File: src/rtl/bkss_pkg.sv
package bkss_pkg;

    typedef enum logic [1:0] {
        SS_HOLD = 2'd0,
        SS_RAMP = 2'd1,
        SS_RUN  = 2'd2
    } ss_phase_e;

    typedef struct packed {
        logic      light;
        logic      strobe;
    } skip_evt_t;

    function automatic int unsigned ramp_step(input int unsigned lo,
                                              input int unsigned hi,
                                              input int unsigned n);
        return (hi - lo) / n;
    endfunction

    function automatic int unsigned cnt_width(input int unsigned limit);
        return (limit < 2) ? 1 : $clog2(limit);
    endfunction

endpackage

File: src/rtl/bkss_tick_gen.sv
module bkss_tick_gen #(
    parameter int unsigned TICK_DIV = 2703
) (
    input  logic clk,
    input  logic rst,
    input  logic run,
    output logic tick
);
    import bkss_pkg::*;

    localparam int unsigned CW = cnt_width(TICK_DIV);

    logic [CW-1:0] cnt_q;

    assign tick = run && (cnt_q == CW'(TICK_DIV - 1));

    always_ff @(posedge clk) begin
        if (rst || !run) begin
            cnt_q <= '0;
        end else if (tick) begin
            cnt_q <= '0;
        end else begin
            cnt_q <= cnt_q + 1'b1;
        end
    end
endmodule

File: src/rtl/bkss_ramp_fsm.sv
module bkss_ramp_fsm #(
    parameter int unsigned CODE_W      = 8,
    parameter int unsigned FLOOR_CODE  = 15,
    parameter int unsigned PEAK_CODE   = 200,
    parameter int unsigned NORMAL_CODE = 150,
    parameter int unsigned NUM_STEPS   = 37
) (
    input  logic              clk,
    input  logic              rst,
    input  logic              trig_any,
    input  logic              tick,
    output logic              ramp_run,
    output logic [CODE_W-1:0] code
);
    import bkss_pkg::*;

    localparam int unsigned STEP = ramp_step(FLOOR_CODE, PEAK_CODE, NUM_STEPS);
    localparam int unsigned SW   = $clog2(NUM_STEPS + 1);

    ss_phase_e         phase_q;
    logic [SW-1:0]     nsteps_q;
    logic [CODE_W-1:0] code_q;

    always_ff @(posedge clk) begin
        if (rst || trig_any) begin
            phase_q  <= SS_HOLD;
            nsteps_q <= '0;
            code_q   <= CODE_W'(FLOOR_CODE);
        end else begin
            unique case (phase_q)
                SS_HOLD: begin
                    phase_q <= SS_RAMP;
                end
                SS_RAMP: begin
                    if (tick) begin
                        if (nsteps_q == SW'(NUM_STEPS)) begin
                            phase_q <= SS_RUN;
                            code_q  <= CODE_W'(NORMAL_CODE);
                        end else if (nsteps_q == SW'(NUM_STEPS - 1)) begin
                            code_q   <= CODE_W'(PEAK_CODE);
                            nsteps_q <= nsteps_q + 1'b1;
                        end else begin
                            code_q   <= code_q + CODE_W'(STEP);
                            nsteps_q <= nsteps_q + 1'b1;
                        end
                    end
                end
                SS_RUN: begin
                    code_q <= CODE_W'(NORMAL_CODE);
                end
                default: begin
                    phase_q <= SS_HOLD;
                    code_q  <= CODE_W'(FLOOR_CODE);
                end
            endcase
        end
    end

    assign ramp_run = (phase_q == SS_RAMP);
    assign code     = code_q;
endmodule

File: src/rtl/bkss_skip_gate.sv
module bkss_skip_gate #(
    parameter int unsigned DUTY_W    = 8,
    parameter int unsigned SKIP_DUTY = 16
) (
    input  logic              clk,
    input  logic              rst,
    input  logic              cyc_start,
    input  logic [DUTY_W-1:0] duty_meas,
    output logic              skip
);
    import bkss_pkg::*;

    skip_evt_t evt;
    logic      skip_q;

    always_comb begin
        evt.strobe = cyc_start;
        evt.light  = (duty_meas < DUTY_W'(SKIP_DUTY));
    end

    always_ff @(posedge clk) begin
        if (rst) begin
            skip_q <= 1'b0;
        end else if (evt.strobe) begin
            skip_q <= evt.light;
        end
    end

    assign skip = skip_q;
endmodule

File: src/rtl/bk_softstart_gate.sv
module bk_softstart_gate #(
    parameter int unsigned CODE_W      = 8,
    parameter int unsigned FLOOR_CODE  = 15,
    parameter int unsigned PEAK_CODE   = 200,
    parameter int unsigned NORMAL_CODE = 150,
    parameter int unsigned NUM_STEPS   = 37,
    parameter int unsigned TICK_DIV    = 2703,
    parameter int unsigned DUTY_W      = 8,
    parameter int unsigned SKIP_DUTY   = 16
) (
    input  logic              clk,
    input  logic              rst,
    input  logic              trig_uvlo,
    input  logic              trig_short,
    input  logic              cyc_start,
    input  logic [DUTY_W-1:0] duty_meas,
    output logic [CODE_W-1:0] ilim_code,
    output logic              skip_pulse
);
    logic trig_any;
    logic ramp_run;
    logic tick;

    assign trig_any = trig_uvlo | trig_short;

    bkss_tick_gen #(.TICK_DIV(TICK_DIV)) u_tick (
        .clk  (clk),
        .rst  (rst),
        .run  (ramp_run),
        .tick (tick)
    );

    bkss_ramp_fsm #(
        .CODE_W      (CODE_W),
        .FLOOR_CODE  (FLOOR_CODE),
        .PEAK_CODE   (PEAK_CODE),
        .NORMAL_CODE (NORMAL_CODE),
        .NUM_STEPS   (NUM_STEPS)
    ) u_ramp (
        .clk      (clk),
        .rst      (rst),
        .trig_any (trig_any),
        .tick     (tick),
        .ramp_run (ramp_run),
        .code     (ilim_code)
    );

    bkss_skip_gate #(
        .DUTY_W    (DUTY_W),
        .SKIP_DUTY (SKIP_DUTY)
    ) u_skip (
        .clk       (clk),
        .rst       (rst),
        .cyc_start (cyc_start),
        .duty_meas (duty_meas),
        .skip      (skip_pulse)
    );
endmodule

File: config.mk
export PLATFORM = sky130hd
export DESIGN_NAME = bk_softstart_gate
export DESIGN_NICKNAME = d
export VERILOG_FILES = /design/src/rtl/bkss_pkg.sv /design/src/rtl/bkss_tick_gen.sv /design/src/rtl/bkss_ramp_fsm.sv /design/src/rtl/bkss_skip_gate.sv /design/src/rtl/bk_softstart_gate.sv
export SDC_FILE = /design/constraint.sdc
export NUM_CORES = 1
export LEC_CHECK = 0
export CAP_MARGIN = 30
export CORE_ASPECT_RATIO = 1.25
export CORE_UTILIZATION = 48
export CTS_BUF_LIST = sky130_fd_sc_hd__clkbuf_16
export DETAILED_ROUTE_END_ITERATION = 8
export GPL_ROUTABILITY_DRIVEN = 0
export PLACE_DENSITY_LB_ADDON = 0.3
export SLEW_MARGIN = 0
export SYNTH_ARGS = -nofsm -noshare
export SYNTH_HDL_FRONTEND = slang
export SYNTH_SLANG_ARGS = --single-unit
File: constraint.sdc
create_clock -name clk -period 1.9 [get_ports clk]
set_input_delay 0.57 -clock clk [delete_from_list [all_inputs] [get_ports clk]]
set_output_delay 0.57 -clock clk [all_outputs]
set_load 0.05 [all_outputs]
# After elaboration in Yosys (flattened, before gate mapping)
# Cells that the tools add are included.
[classes]
n_addsub = 3
n_lt_le_gt_ge = 1
eq_ne = 7
n_mux = 7
bitwise_logic = 4
n_reduce_logical = 9
[op_table]
columns = ["cell", "count"]
rows = [
  ["$mux 8", 3],
  ["$pmux 8 s3", 1],
  ["$add 12x1->12 const B", 1],
  ["$eq 12x12->1 const B", 1],
  ["$eq 6x6->1 const B", 2],
  ["$add 8x3->8 const B", 1],
  ["$lt 8x5->1 const B", 1],
  ["$add 6x1->6 const B", 1],
  ["$pmux 2 s3", 1],
  ["$reduce_and 3->1", 2],
  ["$mux 2", 2],
  ["$not 1->1", 3],
  ["$eq 2x1->1 const B", 1],
  ["$eq 2x2->1 const B", 1],
  ["$logic_not 2->1", 1],
  ["$logic_or 1x1->1", 2],
  ["$ne 2x1->1 const B", 1],
  ["$ne 2x2->1 const B", 1],
  ["$reduce_and 2->1", 1],
  ["$reduce_or 2->1", 1],
  ["$logic_and 1x1->1", 1],
  ["$logic_not 1->1", 1],
  ["$or 1x1->1", 1],
]
[totals]
ff_bits = 29
output_inout_bits = 9
word_cells = 36

# Depth between registers and ports, before layout
# Gate-level depths: netlist (run 1).
[depth]
ltp_word = 5
ltp_mapped = 8

# Modules after synthesis
# A second synthesis (run 1) with hierarchy kept.
[hier_totals]
hier_cells = 186
area_unflattened_um2 = 1656.6
[by_module_without_submodules]
columns = ["module", "instances", "cells_per_inst", "area_per_inst_um2", "seq_area_each_um2"]
rows = [
  ["bkss_ramp_fsm", 1, 116, 962.2, 320.3],
  ["bkss_tick_gen", 1, 64, 635.6, 240.2],
  ["bkss_skip_gate", 1, 5, 52.6, 20.0],
  ["bk_softstart_gate", 1, 1, 6.3, 0.0],
]

# Worst setup path after synthesis (run 1)
# Ideal clock, no wire load.
[synth_timing]
path_kind = "register to register"
start = "register u_tick.cnt_q[7]"
end = "register u_ramp.nsteps_q[3]"
setup_ps = 70
t_arrival_ps = 1833
required_time_ps = 1830
slack_ps = -3
path_stages_with_launch = 6
path_buffers = 1
period_less_slack_ps = 1903
path_cell_list = "dfxtp_1 > or3b_4 > or3_1 > buf_2 > or4_1 > a21oi_1"
[synth_via]
elab_chain_cells = 3
[synth_rtl]
columns = ["item", "line", "text"]
rows = [
  ["start, declared", "bkss_tick_gen.sv:13", "logic [CW-1:0] cnt_q;"],
  ["start signal, assigned", "bkss_tick_gen.sv:23", "cnt_q <= cnt_q + 1'b1;"],
  ["$eq 12x12->1", "bkss_tick_gen.sv:15", "assign tick = run && (cnt_q == CW'(TICK_DIV - 1));"],
  ["$logic_and 1x1->1", "bkss_tick_gen.sv:15", ""],
  ["$reduce_and 3->1 (no line)", "--", ""],
  ["end signal, assigned", "bkss_ramp_fsm.sv:41", "nsteps_q <= nsteps_q + 1'b1;"],
  ["end signal, assigned", "bkss_ramp_fsm.sv:44", "nsteps_q <= nsteps_q + 1'b1;"],
  ["end, declared", "bkss_ramp_fsm.sv:21", "logic [SW-1:0] nsteps_q;"],
]
# Every way passes these cells.
# A chain may end at the register's enable or synchronous reset.

# Final worst setup path (run 1)
[layout_timing]
start = "register u_tick.cnt_q[8]"
end = "register u_ramp.nsteps_q[3]"
# The elaborated chain is that of the path after synthesis.

==> qor.yml, run 1 <==
slew_viol_final: 0
top_layer_used: "met4"
die_width_um: 53.55
syn_area_um2: 1594
fmax_ghz: 0.5409
final-hold-violation-count: 0
worstMarginPinSlew_ns: 0.4375
ctsHtreeMaxLevel: 2
max-vdd-ir-drop_mv: 0.5656
synth_fp_nets: 212
drc_errors: 0
routed_wl_um: 4005
cap_violations: 0
setup_viol: 0
grt.total_usage_pct: 25.08
io_buffers: 17
dpl.hpwl_um: 2901
synth_most_common_cell: "dfxtp_1"
synthTopCellsByArea: "dfxtp_1 (36%), ha_1 (7.1%), nor2_1 (4.9%), xnor2_1 (4.4%), nand2_1 (3.3%)"
drive_above_1_share_pct: 22.55
synth_top_area_share_pct: 36.42
clock-sinks: 29
num_io_pins: 22
cp.required_ns: 2.11
post-route-period-util_pct: 97.31
final_cells: 272
die_area_um2: 3557
gr-total-overflow: 0
leakage_nw: 0.8123
status: "complete, no violations"
ant_nets: 0
antenna_cells: 0
antenna_found_initial: 0
grt_pass1_wl_um: 6430
dpl.cell_count: 261
synthFlopType: "dfxtp_1"
min_period_ns: 1.849
synth_seq_cells: 29
design.core.area_um2: 3194
die_h_um: 66.43
relSlewSlack_pct: 70.61
fillers: 240
synth-edff-count: 0
synth_seq_area_share_pct: 36.42
hold_buffers: 0
grt_pass1_vias: 1548
wl_met2_um: 2134
via_count: 1581
drt-initial-drc-count: 54
design_area_um2: 2167
dr_wl_met3_um: 122
synth-async-reset-ratio_pct: 0
yosysUniqueCellTypes: 44
yosysTopAreaCell: "dfxtp_1"
cts_made_buffers: 5
fin_skew_ns: 0.005823
nets: 256
end_kind: "register"
clk_latency_ns: 0.28
start_util_pct: 49.90
critPathLaunchType: "register"
hp-class: "register to register"
crit_arrival_ns: 2.05
met1_length_um: 1634
worst-path-max-fanout: 5
cts_tree: "done"
syn_inst: 190
cts_root_buffer: "clkbuf_16"
yosysWarnings: 0
p_per_area_nw_per_um2: 669.4
wl_per_cell_um: 14.72
cts.clk_slew.worst_paths_ns: 0.05
worstSetupPathType: "register to register"
clockBufferDepth: 2
routed_via_density: 5.813
grt_max_degree: 16
first_pass_iters: 4
utilization_pct: 67.84
ys_top_cells_by_count: "dfxtp_1 (29), nor2_1 (21), nand2_1 (14)"
area_growth_syn_to_layout_pct: 35.95
avgSynthCellArea_um2: 8.390
rows: 23
placed_cell_area_um2: 1983
-- registers in the layout, summed over array words and instances, names as in the netlist --
register and cells:
u_tick.cnt_q 12, u_ramp.code 8, u_ramp.nsteps_q 6, u_ramp.phase_q 2
u_skip.skip 1
-- stage by stage --
step	hold slack, ns	total power, W	setup slack (ns)	TNS [ns]
4_1_cts	0.4974	0.001454	0.02794	0
6_report	0.4905	0.001451	0.05117	0
3_5_place_dp	0.4882	0.0007004	-0.1042	-0.4731
2_1_floorplan	0.4489	0.0006599	0.001694	0
5_1_grt	0.5140	0.001490	-0.006808	-0.01113
3_3_place_gp	0.4649	0.0006984	-0.06831	-0.2748
-- area by class of cell --
type | count | area, µm² | area share [%]
clock buffers | 5 | 125.1 | 5.774
clock inverters | 3 | 17.52 | 0.8083
well taps | 37 | 46.29 | 2.136
repair buffers | 42 | 385.4 | 17.78
inverters | 13 | 48.80 | 2.252
flip-flops and latches | 29 | 581.8 | 26.85
multi-input cells | 143 | 962.2 | 44.40
-- worst max-delay path, cell delays in order, from the launching register on --
cell	delay [ns]
dfxtp_1	0.31
or3b_4	0.39
or3_4	0.43
or4_1	0.51
a21oi_1	0.13
-- cells in the final DEF (no fill, tap or decap), types with 2 or more instances in the layout --
cell / instances
xor2_1: 4
clkdlybuf4s50_1: 8
nand2_1: 14
clkbuf_16: 5
o31ai_1: 2
clkinv_2: 2
a31o_2: 3
dfxtp_1: 28
a31oi_1: 2
nor4_1: 3
o2111ai_1: 2
o22ai_1: 3
nand3b_1: 2
o21ai_0: 6
a21oi_1: 9
o211a_1: 2
a211oi_1: 2
nor3_1: 8
nand3_1: 10
mux2i_1: 2
nor2_1: 21
buf_12: 4
nand4bb_1: 2
inv_1: 13
nand4_1: 6
ha_1: 9
xnor2_1: 8
buf_4: 30
-- worst paths after layout --
check | slack [ns] | cells past startpoint | from | endpoint
setup reg to reg | 0.05 | 4 | u_tick.cnt_q[8]$_SDFF_PP0_ | u_ramp.nsteps_q[3]$_SDFFE_PP0P_
hold / removal | 0.49 | 2 | u_ramp.phase_q[0]$_SDFFE_PP0P_ | u_ramp.phase_q[0]$_SDFFE_PP0P_
hold reg to reg | 0.49 | 2 | u_ramp.phase_q[0]$_SDFFE_PP0P_ | u_ramp.phase_q[0]$_SDFFE_PP0P_
setup / recovery | 0.05 | 4 | u_tick.cnt_q[8]$_SDFF_PP0_ | u_ramp.nsteps_q[3]$_SDFFE_PP0P_
-- per-layer routing --
metal / global-route usage (%) / vias up
li1: - / 789
met1: 24.72 / 744
met2: 45.00 / 36
met3: 6.667 / 12
met4: 14.80 / 0
met5: 0 / -
-- timing repair --
item | 4_1_cts | 5_1_grt
setup buffers | 0 | 3
resized for setup | 0 | 5
setup endpoints to repair | 0 | 5
-- power by group --
| part | switching, W | internal [W] |
|---|---|---|
| combinational | 0.0000391 | 0.0000432 |
| sequential | 0.00000173 | 0.000612 |
| clock | 0.000277 | 0.000478 |
-- logic make-up (layout without fill, tap and decap cells) --
| group | Yosys count | count (layout) | share of synthesized area, % |
|---|---|---|---|
| flip-flops | 29 | 29 | 36.42 |
| AO/OA/AOI/OAI | 41 | 41 | 18.13 |
| adder cells (fa/ha/maj) | 9 | 9 | 7.064 |
| buffers and inverters | 18 | 63 | 4.317 |
| XOR/XNOR | 12 | 12 | 6.593 |
| AND/OR/NAND/NOR | 79 | 79 | 26.22 |
| multiplexers | 2 | 2 | 1.256 |
No activity file was read; power rests on OpenSTA's default activity.
==> inputs of run 2 (changes only) <==
--- a/config.mk
+++ b/config.mk
@@ -5,6 +5,7 @@
 export SDC_FILE = /design/constraint.sdc
 export NUM_CORES = 1
 export LEC_CHECK = 0
+export ABC_CLOCK_PERIOD_IN_PS = 1900
 export CAP_MARGIN = 30
 export CORE_ASPECT_RATIO = 1.25
 export CORE_UTILIZATION = 48
==> results of run 2 <==
The final DEF is identical to that of run 1; final timing and power are the same.
==> inputs of run 3 (changes only) <==
--- a/config.mk
+++ b/config.mk
@@ -8,7 +8,7 @@
 export ABC_CLOCK_PERIOD_IN_PS = 1900
 export CAP_MARGIN = 30
 export CORE_ASPECT_RATIO = 1.25
-export CORE_UTILIZATION = 48
+export CORE_UTILIZATION = 45
 export CTS_BUF_LIST = sky130_fd_sc_hd__clkbuf_16
 export DETAILED_ROUTE_END_ITERATION = 8
 export GPL_ROUTABILITY_DRIVEN = 0
==> run 3 against run 2 <==
Compared with the run above: sequential power about the same; critical path type unchanged; combinational power up 2%; count of clock-buffer cells in the layout unchanged; final cell count unchanged; wire length up 2.8%; maximum frequency down 0.53%; via count up 1.6%.
==> qor.yml, run 3 (same netlist as run 1, synthesis figures left out) <==
status: "complete, no violations"
min_period_ns: 1.859
start_util_pct: 48.59
clk_latency_ns: 0.28
crit_arrival_ns: 2.06
final_cells: 272
rsz0062_at_grt: "yes"
first_pass_iters: 4
dpl.hpwl_um: 2935
grt.total_usage_pct: 23.18
ant_nets: 0
hold_buffers: 0
crit_slowest_cell: "or4_1"
slew_viol_final: 0
grt_pass1_vias: 1605
design.core.area_um2: 3281
wl_per_cell_um: 15.14
cts_made_buffers: 5
max-vdd-ir-drop_mv: 0.6412
num_io_pins: 22
setup_viol: 0
clock-sinks: 29
mostFrequentLayoutCells: "buf_4 (29), dfxtp_1 (29), nor2_1 (21)"
critPathLaunchType: "register"
worstMarginPinSlew_ns: 0.4634
die_width_um: 55.24
end_kind: "register"
worst-path-max-fanout: 6
cap_violations: 0
gr-total-overflow: 0
cpPeakStageDelay_ns: 0.52
die_area_um2: 3786
top_register: "u_tick.cnt_q"
routed_wl_um: 4119
nets: 256
antenna_cells: 0
cts_tree: "done"
antenna_found_initial: 0
dpl.cell_count: 261
grt_max_degree: 16
final-hold-violation-count: 0
ctsHtreeMaxLevel: 2
worstSetupPathType: "register to register"
post-route-period-util_pct: 97.83
utilization_pct: 66.51
area_growth_syn_to_layout_pct: 36.89
rows: 23
final.setup.tns_ns: 0
routed_via_density: 5.908
p_per_area_nw_per_um2: 657.9
crit_chain: "inv_1, ha_1, nand4bb_1, or3_4, or4_1, a21oi_1"
io_buffers: 17
largest_reg_flops: 12
setup_ws_ns: 0.04132
cts.clk_slew.worst_paths_ns: 0.05
clockBufferDepth: 2
relSlewSlack_pct: 68.87
finalPower_w: 0.001436
fin_skew_ns: 0.006995
die_h_um: 68.54
drive_above_1_share_pct: 21.70
via_count: 1607
fmax_ghz: 0.5380
grt_pass1_wl_um: 6817
cts_root_buffer: "clkbuf_16"
leakage_nw: 0.8371
drt-initial-drc-count: 70
drc_errors: 0
cp.required_ns: 2.10
place_ws_ns: -0.1646
crit_family: "simple AND/OR/NAND/NOR gates"
crit_buf_inv: 1
hp-class: "register to register"
[run 3: cell types whose count changed in the layout (fill, tap and decap cells not counted), sizes merged]
cell	before	now
clkinv	2	3
clkinvlp	1	0
[run 3: per-layer routing]
layer | up-vias | wire (µm) | global-route usage, %
li1 | 784 | - | -
met1 | 785 | 1572 | 21.75
met2 | 29 | 2344 | 48.19
met3 | 9 | 115 | 5.037
met4 | 0 | 87 | 10.63
met5 | - | 0 | 0
[run 3: final timing paths]
check	from	endpoint	slack, ns	cells after the start
worst max-delay path	u_tick.cnt_q[0]$_SDFF_PP0_	u_ramp.nsteps_q[3]$_SDFFE_PP0P_	0.04	6
worst min-delay path	u_ramp.phase_q[0]$_SDFFE_PP0P_	u_ramp.phase_q[0]$_SDFFE_PP0P_	0.48	2
worst max register to register	u_tick.cnt_q[0]$_SDFF_PP0_	u_ramp.nsteps_q[3]$_SDFFE_PP0P_	0.04	6
worst min register to register	u_ramp.phase_q[0]$_SDFFE_PP0P_	u_ramp.phase_q[0]$_SDFFE_PP0P_	0.48	2
[run 3: what timing repair did]
action	CTS	global route
setup buffers	0	3
endpoints found under the setup margin	3	7
gates resized for setup	1	7
pin swaps	0	1
endpoints found under the hold margin	0	0
[run 3: power breakdown]
| group | internal, W | total [W] | switching (W) |
|---|---|---|---|
| logic | 0.0000439 | 0.0000841 | 0.0000402 |
| registers | 0.000612 | 0.000613 | 0.00000173 |
| clock network | 0.000472 | 0.000738 | 0.000266 |
[run 3: area by class of cell]
cell class              count  area [µm²]
inverters                  13       48.80
flip-flops and latches     29       580.6
well taps                  37       46.29
repair buffers             42       389.1
fillers                   280        1099
clock inverters             3       12.51
clock buffers               5       125.1
multi-input cells         143       979.7
[run 3: through the flow]
stage,area (µm²),hold slack (ns)
after floorplan,1600,0.4489
after global placement,1983,0.4618
after detailed placement,1983,0.4787
after CTS,2126,0.4863
after global routing,2182,0.5184
final,2182,0.4826
[run 3: tightest hold or removal path, delay by kind of cell (launching register included)]
family,cells,cell delay [ns]
simple gates,1,0.06
flops,1,0.32
mux,1,0.05
